$ cat config.mk
export PLATFORM = sky130hd
export DESIGN_NAME = dbg_trig_unit
export DESIGN_NICKNAME = d
export VERILOG_FILES = /design/src/rtl/dbg_trig_pkg.sv /design/src/rtl/dbg_mag_cmp.sv /design/src/rtl/dbg_data_cmp.sv /design/src/rtl/dbg_trig_eval.sv /design/src/rtl/dbg_trig_unit.sv
export SDC_FILE = /design/constraint.sdc
export NUM_CORES = 1
export LEC_CHECK = 0
export CAP_MARGIN = 20
export CORE_UTILIZATION = 37
export DETAILED_ROUTE_END_ITERATION = 8
export GPL_ROUTABILITY_DRIVEN = 0
export GPL_TIMING_DRIVEN = 0
export PLACE_DENSITY = 0.82
export SLEW_MARGIN = 0
export SYNTH_ARGS = -nofsm -noshare
export SYNTH_HDL_FRONTEND = slang
export SYNTH_HIERARCHICAL = 1
export SYNTH_SLANG_ARGS = --single-unit
$ cat constraint.sdc
create_clock -name clk -period 0.8 [get_ports clk]
set_input_delay 0.16 -clock clk [delete_from_list [all_inputs] [get_ports clk]]
set_output_delay 0.16 -clock clk [all_outputs]
set_load 0.05 [all_outputs]
$ cat src/rtl/dbg_trig_pkg.sv
package dbg_trig_pkg;
  localparam int ADDR_W = 16;
  localparam int DATA_W = 8;
  localparam int MODE_W = 3;
  localparam int ACT_W  = 2;
  localparam int N_OUT  = 1 << ACT_W;

  typedef enum logic [MODE_W-1:0] {
    MODE_A_EQ    = 3'd0,
    MODE_A_OR_B  = 3'd1,
    MODE_A_DATA  = 3'd2,
    MODE_INSIDE  = 3'd3,
    MODE_OUTSIDE = 3'd4
  } trig_mode_e;

  typedef enum logic [ACT_W-1:0] {
    ACT_BRK    = 2'd0,
    ACT_STORE  = 2'd1,
    ACT_TSTART = 2'd2,
    ACT_TSTOP  = 2'd3
  } trig_act_e;
endpackage

$ cat src/rtl/dbg_mag_cmp.sv
module dbg_mag_cmp #(
  parameter int W = 16
) (
  input  logic [W-1:0] val,
  input  logic [W-1:0] ref_val,
  output logic         eq,
  output logic         lt,
  output logic         gt
);
  always_comb begin
    eq = (val == ref_val);
    lt = (val <  ref_val);
    gt = (val >  ref_val);
  end
endmodule

$ cat src/rtl/dbg_data_cmp.sv
module dbg_data_cmp #(
  parameter int W = 8
) (
  input  logic         use_wr,
  input  logic [W-1:0] rdata,
  input  logic [W-1:0] wdata,
  input  logic [W-1:0] ref_val,
  output logic         eq
);
  logic [W-1:0] sel;

  always_comb begin
    sel = use_wr ? wdata : rdata;
    eq  = (sel == ref_val);
  end
endmodule

$ cat src/rtl/dbg_trig_eval.sv
module dbg_trig_eval
  import dbg_trig_pkg::*;
(
  input  logic [MODE_W-1:0] mode,
  input  logic [1:0]        eq_v,
  input  logic [1:0]        lt_v,
  input  logic [1:0]        gt_v,
  input  logic              data_eq,
  input  logic              dir_ok_a,
  input  logic              dir_ok_b,
  output logic              cond
);
  logic a_hit, b_hit;

  always_comb begin
    a_hit = eq_v[0] && dir_ok_a;
    b_hit = eq_v[1] && dir_ok_b;
    case (mode)
      MODE_A_EQ:    cond = a_hit;
      MODE_A_OR_B:  cond = a_hit || b_hit;
      MODE_A_DATA:  cond = a_hit && data_eq && dir_ok_b;
      MODE_INSIDE:  cond = !lt_v[0] && !gt_v[1] && dir_ok_a;
      MODE_OUTSIDE: cond = (lt_v[0] || gt_v[1]) && dir_ok_a;
      default:      cond = 1'b0;
    endcase
  end
endmodule

$ cat src/rtl/dbg_trig_unit.sv
module dbg_trig_unit
  import dbg_trig_pkg::*;
#(
  parameter int AW = ADDR_W,
  parameter int DW = DATA_W
) (
  input  logic              clk,
  input  logic              rst_n,
  input  logic              arm,
  input  logic [MODE_W-1:0] mode,
  input  logic [ACT_W-1:0]  action,
  input  logic [AW-1:0]     cmp_a,
  input  logic [AW-1:0]     cmp_b,
  input  logic              rwq_en_a,
  input  logic              rwq_rd_a,
  input  logic              rwq_en_b,
  input  logic              rwq_rd_b,
  input  logic              exec_qual_en,
  input  logic              bus_valid,
  input  logic [AW-1:0]     bus_addr,
  input  logic              bus_rd,
  input  logic [DW-1:0]     bus_rdata,
  input  logic [DW-1:0]     bus_wdata,
  input  logic              bus_exec,
  input  logic              bdm_busy,
  output logic              brk_req,
  output logic              trc_store,
  output logic              trc_start,
  output logic              trc_stop
);
  localparam int NCMP = 2;

  logic [NCMP-1:0][AW-1:0] refs;
  logic [NCMP-1:0]         eq_v, lt_v, gt_v;
  logic                    data_eq, use_wr;
  logic                    dir_ok_a, dir_ok_b;
  logic                    cond, gate_ok, hit;
  logic [N_OUT-1:0]        trig_d, trig_q;

  assign refs[0] = cmp_a;
  assign refs[1] = cmp_b;

  for (genvar i = 0; i < NCMP; i++) begin : g_cmp
    dbg_mag_cmp #(.W(AW)) u_cmp (
      .val     (bus_addr),
      .ref_val (refs[i]),
      .eq      (eq_v[i]),
      .lt      (lt_v[i]),
      .gt      (gt_v[i])
    );
  end

  // Write bus only when A is qualified on write cycles
  assign use_wr = rwq_en_a && !rwq_rd_a;

  dbg_data_cmp #(.W(DW)) u_data (
    .use_wr  (use_wr),
    .rdata   (bus_rdata),
    .wdata   (bus_wdata),
    .ref_val (cmp_b[DW-1:0]),
    .eq      (data_eq)
  );

  assign dir_ok_a = !rwq_en_a || (bus_rd == rwq_rd_a);
  assign dir_ok_b = !rwq_en_b || (bus_rd == rwq_rd_b);

  dbg_trig_eval u_eval (
    .mode     (mode),
    .eq_v     (eq_v),
    .lt_v     (lt_v),
    .gt_v     (gt_v),
    .data_eq  (data_eq),
    .dir_ok_a (dir_ok_a),
    .dir_ok_b (dir_ok_b),
    .cond     (cond)
  );

  always_comb begin
    gate_ok = arm && bus_valid && !bdm_busy && (!exec_qual_en || bus_exec);
    hit     = gate_ok && cond;
    trig_d  = '0;
    if (hit) trig_d[action] = 1'b1;
  end

  always_ff @(posedge clk or negedge rst_n) begin
    if (!rst_n) trig_q <= '0;
    else        trig_q <= trig_d;
  end

  assign brk_req   = trig_q[ACT_BRK];
  assign trc_store = trig_q[ACT_STORE];
  assign trc_start = trig_q[ACT_TSTART];
  assign trc_stop  = trig_q[ACT_TSTOP];

  AST_DISARMED_QUIET: assert property (@(posedge clk) disable iff (!rst_n)
    !arm |=> !(brk_req || trc_store || trc_start || trc_stop));
  AST_BDM_QUIET: assert property (@(posedge clk) disable iff (!rst_n)
    bdm_busy |=> !(brk_req || trc_store || trc_start || trc_stop));
  AST_IDLE_BUS_QUIET: assert property (@(posedge clk) disable iff (!rst_n)
    !bus_valid |=> !(brk_req || trc_store || trc_start || trc_stop));
  AST_ONE_ACTION: assert property (@(posedge clk) disable iff (!rst_n)
    $onehot0({brk_req, trc_store, trc_start, trc_stop}));
  AST_EXEC_GATE: assert property (@(posedge clk) disable iff (!rst_n)
    (exec_qual_en && !bus_exec) |=> !(brk_req || trc_store || trc_start || trc_stop));
  AST_INSIDE_BOUNDS: assert property (@(posedge clk) disable iff (!rst_n)
    (hit && mode == MODE_INSIDE) |-> (bus_addr >= cmp_a && bus_addr <= cmp_b));
  AST_OUTSIDE_BOUNDS: assert property (@(posedge clk) disable iff (!rst_n)
    (hit && mode == MODE_OUTSIDE) |-> (bus_addr < cmp_a || bus_addr > cmp_b));
endmodule

==> run_results.csv, run 1 <==
group,metric,value,unit
routing,dr.pass1.iters,4,
floorplanning,die_y,60.7,um
clocking,numCtsBuffers,3,
timing,worstMarginPinSlew,0.319,ns
clocking,cts_tree,"done",
routing,vias,1574,
finish,fill_cells,194,
placement,dpl.hpwl,3.04,mm
timing,hold_violations,0,
routing,routed_wl,4.81,mm
finish,drive_above_1_share,0.502,
floorplanning,start_util,0.404,
placement,dpl_worst_slack,-2.00,ns
finish,top_regs,"trig_q (4)",
timing,min_period,2.12,ns
grt,grt_max_degree,9,
synthesis,syn_area,1270,um^2
setup_path,crit_arrival,2.28,ns
finish,nets,372,
power_and_ir_drop,p_leak,1.12,nW
floorplanning,rows,20,
placement,io_buffers,84,
floorplanning,die_area,3680,um^2
placement,dpl.cell_count,289,
power_and_ir_drop,clkPwrFrac,0.146,
clocking,cts-root-buf,"clkbuf_4",
floorplanning,fp.dieW,60.7,um
synthesis,syn_avg_cell_area,7.92,um^2
timing,maxSlewHeadroom,0.786,
routing,wire_per_inst,16.0,um
power_and_ir_drop,p_seq_frac,0.121,
routing,ant_nets,0,
synthesis,yosys_warnings,6,
power_and_ir_drop,p_sw_frac,0.376,
setup_path,crit_fanout,4,
finish,multi_input_area,1490,um^2
placement,place_area,2270,um^2
routing,drc,0,
finish,ff_latch_area,100,um^2
timing,fin_ws,-1.32,ns
finish,largest_register_ffs,4,
routing,avgViaCountPerCell,5.23,
clocking,clk_pin_slew_worst_paths,0.04,ns
floorplanning,core,3150,um^2
power_and_ir_drop,peakVddDrop,0.359,mV
grt,antenna_found_initial,0,
setup_path,required,0.95,ns
timing,fmax,471,MHz
power_and_ir_drop,internal-power,1.06,mW
routing,detail_route.iter0.violations,38,
finish,instances_no_fill,301,
clocking,clk_path_buf_depth,2,
power_and_ir_drop,switchingPower,638,uW
min_path,hp-class,"primary input to asynchronous set/reset pin",
grt,grt_pass1_vias,1666,
grt,overflow,0,
finish,final_area,2590,um^2
setup_path,start_kind,"primary input",
grt,grt_pass1_wl,7.00,mm
outcome,status,"finished with violations",
synthesis,synth_nets,274,
clocking,htreeDepth,1,
timing,finalSetupViolations,8,
setup_path,setup.worst_path.end_class,"flop",
flow_run,drv_cap,0,
floorplanning,ios,85,
finish,synthToLayoutAreaGrowth,103,%
timing,rsz0062_at_grt,"yes",
clocking,clkSinkCount,4,
synthesis,synth_cells,161,
finish,regMostFlops,"trig_q",
timing,finalMaxSlewViolations,0,
power_and_ir_drop,share_comb_of_total_power,0.734,
finish,antennaDiodeCount,0,
timing,period_share,2.66,
power_and_ir_drop,powerDensity,654,nW/um^2
grt,gr-usage-all-layers,0.250,
outcome,violations,"negative setup slack",
setup_path,path_class,"primary input to flop",
cell type report:
class,count,share of cell area
Multi-Input combinational cell,122,0.574
Inverter,34,0.0521
Clock buffer,3,0.00869
Tap cell,44,0.0212
Buffer,1,0.00434
Sequential cell,4,0.0386
Timing Repair Buffer,93,0.301
power by group through the flow:
stage          registers [mW]  clock network, mW  logic (mW)
2_1_floorplan           0.209                  0       0.464
3_3_place_gp            0.207                  0       0.983
3_5_place_dp            0.207                  0        1.01
4_1_cts                 0.204              0.243        1.13
5_1_grt                 0.204              0.264        1.36
6_report                0.204              0.247        1.24
per-layer routing:
| layer | part of all wire | up-vias | routed length [um] | global-route usage |
|---|---|---|---|---|
| met5 | 0 | - | 0 | 0 |
| met2 | 0.55 | 64 | 2660 | 0.477 |
| met1 | 0.36 | 736 | 1740 | 0.281 |
| li1 | - | 764 | - | - |
| met4 | 0.020 | 0 | 95 | 0.0747 |
| met3 | 0.065 | 10 | 315 | 0.0426 |
critical path: stages:
cell and delay [ns]:
clkdlybuf4s15_2 0.21, ha_1 0.29, nand4_1 0.14, a2111o_1 0.37, a31oi_1 0.20, nor2_2 0.08, nor2_1 0.14, mux2i_2 0.11
o21bai_4 0.14, nand4b_4 0.16, buf_4 0.18, nor3_2 0.10
cell usage in the layout, fill, tap and decap left out, types with 3 or more instances in the layout:
| cell type | n |
|---|---|
| nor2_1 | 6 |
| o21ai_0 | 3 |
| ha_4 | 27 |
| nand4_1 | 9 |
| inv_2 | 25 |
| buf_6 | 8 |
| xor2_1 | 10 |
| buf_2 | 28 |
| buf_4 | 9 |
| mux2i_2 | 6 |
| clkdlybuf4s50_1 | 30 |
| mux2i_1 | 3 |
| clkbuf_4 | 3 |
| clkdlybuf4s15_1 | 15 |
| a21oi_1 | 11 |
| dfrtp_1 | 4 |
| ha_1 | 3 |
| inv_1 | 8 |
| nand2_1 | 9 |
worst paths after layout:
path	startpoint	end	cells after the start
min in group clk	rwq_en_a	trig_q[0]	6
setup / recovery	bus_addr[4]	trig_q[3]	12
hold / removal	rst_n	trig_q[0]	1
max in group asynchronous	rst_n	trig_q[2]	1
through the flow:
stage / setup TNS, ns / utilization / power, mW / hold slack [ns]
after floorplan: -4.78 / - / 0.672 / -0.136
after global placement: -9.59 / 0.721 / 1.19 / 0.365
after detailed placement: -9.70 / 0.721 / 1.21 / 0.366
after CTS: -5.18 / 0.803 / 1.58 / 0.126
after global routing: -6.63 / 0.822 / 1.83 / 0.142
final: -5.65 / 0.822 / 1.70 / 0.123
timing repair:
item                                    4_1_cts  5_1_grt
pin swaps                                    51       19
cloned                                        0        0
hold buffers                                  0        0
endpoints found under the setup margin        8        8
setup buffers                                 8        1
gates resized for setup                     244       18
Note: power is estimated with default switching activity, not from simulation.
==> run 2: changes to the inputs <==
--- a/config.mk
+++ b/config.mk
@@ -11,6 +11,7 @@
 export GPL_ROUTABILITY_DRIVEN = 0
 export GPL_TIMING_DRIVEN = 0
 export PLACE_DENSITY = 0.82
+export REMOVE_ABC_BUFFERS = 1
 export SLEW_MARGIN = 0
 export SYNTH_ARGS = -nofsm -noshare
 export SYNTH_HDL_FRONTEND = slang
==> run 2 against run 1 <==
Against the previous run: the flow still finishes with violations (negative setup slack); sequential share of layout area shrank 0.20 points; total power rose by 16%; combinational power increased by 18%; worst hold slack better by 0.0091 ns; first-iteration DRC count grew to 4.8 times the previous value; cell count is 3.0% higher; critical endpoint unchanged; critical path depth up 1; utilization increased by 4.6 points; largest cell class unchanged.
==> run_results.csv, run 2 (synthesis results as in run 1) <==
group,metric,value,unit
outcome,status,"finished with violations",
outcome,violations,"negative setup slack",
grt,grt_pass1_wl,8.70,mm
grt,gr-usage-all-layers,0.323,
clocking,numCtsBuffers,3,
floorplanning,die_area,3680,um^2
timing,rsz0062_at_grt,"yes",
clocking,holdBufCountCts,0,
placement,dpl.cell_count,288,
setup_path,required,0.96,ns
floorplanning,ios,85,
placement,place_area,2160,um^2
setup_path,crit_start,"cmp_a[5]",
timing,finalMaxSlewViolations,0,
timing,worstMarginPinSlew,0.409,ns
timing,maxSlewHeadroom,0.726,
clocking,htreeDepth,1,
clocking,clk_path_buf_depth,2,
floorplanning,fp.dieW,60.7,um
setup_path,crit_top_cell,"buf_4",
routing,vias,1808,
finish,top_regs,"trig_q (4)",
timing,fmax,417,MHz
finish,largest_register_ffs,4,
routing,wire_per_inst,22.1,um
finish,instances_no_fill,310,
timing,fin_ws,-1.60,ns
setup_path,crit_fanout,4,
timing,period_share,3.00,
floorplanning,core,3150,um^2
floorplanning,die_y,60.7,um
power_and_ir_drop,internal-power,1.16,mW
power_and_ir_drop,powerDensity,721,nW/um^2
flow_run,drv_cap,0,
finish,nets,381,
routing,routed_wl,6.86,mm
finish,final_cell_mix,"30 x clkdlybuf4s50_1, 27 x ha_4, 25 x inv_2",
placement,dpl.hpwl,3.02,mm
grt,overflow,0,
routing,avgViaCountPerCell,5.83,
timing,min_period,2.40,ns
routing,ant_nets,0,
timing,finalSetupViolations,8,
setup_path,cp-endpoint,"trig_q[3]",
power_and_ir_drop,switchingPower,813,uW
floorplanning,rows,20,
routing,drc,0,
setup_path,crit_chain,"clkdlybuf4s15_1 -> inv_2 -> ha_4 -> nand4_1 -> buf_4 -> nor4_4 -> and4b_1 -> a31oi_1 -> o21ai_1 -> o21bai_4 -> nand4b_4 -> buf_4 -> nor3_4",
finish,drive_above_1_share,0.568,
timing,timing.hold.ws,0.132,ns
routing,dr.pass1.iters,5,
routing,detail_route.iter0.violations,184,
grt,grt_max_degree,5,
finish,regMostFlops,"trig_q",
power_and_ir_drop,share_comb_of_total_power,0.741,
clocking,cts_tree,"done",
floorplanning,start_util,0.404,
setup_path,crit_arrival,2.55,ns
setup_path,start_kind,"primary input",
setup_path,setup.worst_path.end_class,"flop",
power_and_ir_drop,p_leak,1.19,nW
finish,final_area,2740,um^2
placement,dpl_worst_slack,-2.35,ns
placement,io_buffers,84,
setup_path,critPathMaxStageDelay,0.34,ns
finish,antennaDiodeCount,0,
finish,synthToLayoutAreaGrowth,115,%
setup_path,cp_slowest_cell,"nor4_4",
clocking,clkSinkCount,4,
clocking,cts-root-buf,"clkbuf_4",
min_path,hp-class,"primary input to asynchronous set/reset pin",
grt,grt_pass1_vias,1860,
power_and_ir_drop,p_sw_frac,0.412,
setup_path,path_class,"primary input to flop",
power_and_ir_drop,clkPwrFrac,0.156,
clocking,clk_pin_slew_worst_paths,0.06,ns
power_and_ir_drop,peakVddDrop,0.374,mV
power_and_ir_drop,p_seq_frac,0.103,
grt,antenna_found_initial,0,
timing,hold_violations,0,
finish,final_common_cell,"clkdlybuf4s50_1",
==> run 2: worst max-delay path, delay by kind of cell <==
kind,cells,cell delay (ns)
buffers and inverters,4,0.63
AOI/OAI and AO/OA,3,0.36
and+or+nand+nor,5,1.15
adders and majority gates,1,0.25
==> run 2: routing by layer <==
layer,global-route usage,wire (um),vias to the layer above
met5,0,0,-
met4,0.205,475,0
met3,0.100,705,53
met2,0.584,3200,159
met1,0.321,2480,814
li1,-,-,782
==> run 2: metrics by stage <==
stage          TNS, ns  power, mW  utilization
3_3_place_gp    -10.92       1.12        0.685
6_report         -6.81       1.97        0.868
5_1_grt          -6.92       2.07        0.868
3_5_place_dp    -10.99       1.14        0.685
2_1_floorplan    -5.84      0.615            -
4_1_cts          -5.44       1.66        0.824
==> run 2: timing repair <==
item                       4_1_cts  5_1_grt
buffers inserted                10        9
hold endpoints to repair         0        0
setup endpoints to repair        8        8
pin swaps                       48       37
resized for setup              246       53
==> run 2: cell type report <==
cell class,count,area [um^2]
Clock buffer,3,22.5
Timing Repair Buffer,103,870
Inverter,34,130
Fill cell,141,417
Sequential cell,4,100
Multi-Input combinational cell,122,1560
Tap cell,44,55.1
==> run 2: power by group through the flow <==
stage	sequential, mW	combinational [mW]	clock (mW)
after detailed placement	0.207	0.932	0
final	0.203	1.46	0.308
after CTS	0.204	1.19	0.271
after floorplan	0.209	0.407	0
after global placement	0.207	0.911	0
after global routing	0.203	1.54	0.329
==> run 2: how the worst min path moves through the flow <==
stage               start        end  slack, ns  depth (start not counted)
finish              rst_n  trig_q[0]       0.13                          1
global route        rst_n  trig_q[3]       0.13                          1
CTS                 rst_n  trig_q[1]       0.11                          1
detailed placement  rst_n  trig_q[0]       0.37                          1
global placement    rst_n  trig_q[0]       0.37                          1
floorplan           rst_n  trig_q[0]      -0.14                          0
==> run 3: changes to the inputs <==
--- a/config.mk
+++ b/config.mk
@@ -6,11 +6,11 @@
 export NUM_CORES = 1
 export LEC_CHECK = 0
 export CAP_MARGIN = 20
-export CORE_UTILIZATION = 37
+export CORE_UTILIZATION = 33
 export DETAILED_ROUTE_END_ITERATION = 8
 export GPL_ROUTABILITY_DRIVEN = 0
 export GPL_TIMING_DRIVEN = 0
-export PLACE_DENSITY = 0.82
+export PLACE_DENSITY = 0.78
 export REMOVE_ABC_BUFFERS = 1
 export SLEW_MARGIN = 0
 export SYNTH_ARGS = -nofsm -noshare
==> constraint.sdc (replaced) <==
create_clock -name clk -period 1.9 [get_ports clk]
set_input_delay 0.38 -clock clk [delete_from_list [all_inputs] [get_ports clk]]
set_output_delay 0.38 -clock clk [all_outputs]
set_load 0.05 [all_outputs]
==> run 3 against run 2 <==
Against the previous run: the flow still finishes with violations (negative setup slack); worst hold slack improved by 0.24 ns; die area grew 12%; setup slack better by 1.1 ns; utilization fell by 16 points; wire length shrank 37%; global-route usage down 12 points; cell area decreased by 5.2%; critical path depth is 2 lower; clock-buffer cell count unchanged; via count down 17%.
==> run_results.csv, run 3 (synthesis results as in run 1) <==
group,metric,value,unit
routing,wire_per_inst,14.4,um
outcome,status,"finished with violations",
setup_path,crit_fanout,4,
grt,grt_pass1_vias,1615,
timing,hold_violations,0,
finish,synthToLayoutAreaGrowth,103,%
routing,avgViaCountPerCell,4.98,
placement,dpl.hpwl,3.00,mm
power_and_ir_drop,peakVddDrop,0.136,mV
finish,final_cell_mix,"34 x clkdlybuf4s50_1, 34 x buf_2, 30 x ha_4",
finish,top_regs,"trig_q (4)",
routing,detail_route.iter0.violations,28,
floorplanning,die_area,4120,um^2
finish,nets,370,
power_and_ir_drop,powerDensity,301,nW/um^2
floorplanning,start_util,0.346,
setup_path,crit_start,"bus_addr[11]",
placement,place_area,2160,um^2
grt,antenna_found_initial,0,
timing,maxSlewHeadroom,0.674,
clocking,clk_path_buf_depth,2,
grt,overflow,0,
power_and_ir_drop,p_leak,1.11,nW
setup_path,start_kind,"primary input",
timing,min_period,2.36,ns
finish,multi_input_area,1550,um^2
outcome,violations,"negative setup slack",
floorplanning,rows,22,
clocking,clk_pin_slew_worst_paths,0.03,ns
timing,fmax,424,MHz
timing,rsz0062_at_grt,"yes",
timing,finalMaxSlewViolations,0,
setup_path,setup.worst_path.end_class,"flop",
finish,drive_above_1_share,0.537,
placement,dpl.cell_count,292,
routing,routed_wl,4.35,mm
setup_path,crit_arrival,2.47,ns
grt,grt_pass1_wl,6.81,mm
finish,final_area,2590,um^2
min_path,hp-class,"primary input to asynchronous set/reset pin",
routing,vias,1508,
placement,io_buffers,84,
grt,gr-usage-all-layers,0.208,
clocking,clkSinkCount,4,
finish,regMostFlops,"trig_q",
finish,antennaDiodeCount,0,
placement,dpl_worst_slack,-1.49,ns
routing,dr.pass1.iters,4,
finish,largest_register_ffs,4,
floorplanning,ios,85,
clocking,htreeDepth,1,
timing,finalSetupViolations,4,
flow_run,drv_cap,0,
finish,ff_latch_area,100,um^2
finish,fill_cells,319,
floorplanning,die_y,64.2,um
setup_path,required,2.01,ns
clocking,numCtsBuffers,3,
setup_path,cp-endpoint,"trig_q[2]",
clocking,cts_tree,"done",
floorplanning,fp.dieW,64.2,um
floorplanning,core,3690,um^2
routing,ant_nets,0,
grt,grt_max_degree,6,
setup_path,path_class,"primary input to flop",
clocking,cts-root-buf,"clkbuf_8",
routing,drc,0,
finish,instances_no_fill,303,
timing,worstMarginPinSlew,0.487,ns
timing,fin_ws,-0.460,ns
timing,period_share,1.24,
==> run 3: cell count changes in the layout (fill, tap and decap cells not counted), sizes merged <==
cell | previous run | this run
buf | 50 | 45
clkbuf | 14 | 11
clkdlybuf4s15 | 12 | 1
clkdlybuf4s50 | 30 | 34
dlygate4sd2 | 0 | 4
==> run 3: how the worst min path moves through the flow <==
stage	to	slack [ns]
detailed placement	trig_q[3]	0.59
floorplan	trig_q[0]	0.08
global placement	trig_q[3]	0.59
global route	trig_q[1]	0.37
finish	trig_q[3]	0.37
CTS	trig_q[3]	0.37
==> run 3: repair_timing <==
item                       4_1_cts  5_1_grt
gates resized for setup        223       41
pin swaps                       45       32
buffers inserted                 6        2
setup endpoints to repair        4        4
hold buffers                     0        0
==> run 3: per-stage QoR <==
stage	hold WS (ns)	util	power, mW	TNS (ns)
2_1_floorplan	0.0844	-	0.259	-2.32
3_3_place_gp	0.590	0.587	0.471	-5.63
3_5_place_dp	0.592	0.587	0.479	-5.77
4_1_cts	0.369	0.686	0.738	-1.55
5_1_grt	0.375	0.703	0.845	-1.92
6_report	0.368	0.703	0.781	-1.63
==> run 3: final cells by class <==
cell class | count | area share
Tap cell | 48 | 0.0232
Clock buffer | 3 | 0.0159
Sequential cell | 4 | 0.0386
Inverter | 34 | 0.0492
Multi-Input combinational cell | 122 | 0.598
Timing Repair Buffer | 92 | 0.275
==> run 3: power by group <==
group	switching (mW)	internal, mW	leakage, nW
logic	0.232	0.288	1.03
clock network	0.0398	0.135	0.0216
registers	0.0000462	0.0861	0.0559
total	0.272	0.509	1.11
==> run 3: worst max-delay path, stage by stage <==
cell and delay, ns:
buf_2 0.14, ha_4 0.27, nand4_1 0.17, a2111o_1 0.46, a31oi_4 0.20, nor2_4 0.06, nor2_2 0.10, mux2i_2 0.10
o21bai_4 0.15, nand4b_4 0.14, nor4b_2 0.28
==> run 3: per-layer routing <==
| metal | up-vias | global-route usage | share of wire | wire length [um] |
|---|---|---|---|---|
| li1 | 759 | - | - | - |
| met1 | 694 | 0.202 | 0.36 | 1580 |
| met2 | 51 | 0.431 | 0.57 | 2470 |
| met3 | 4 | 0.0375 | 0.063 | 274 |
| met4 | 0 | 0.0639 | 0.0064 | 28 |
| met5 | - | 0 | 0 | 0 |
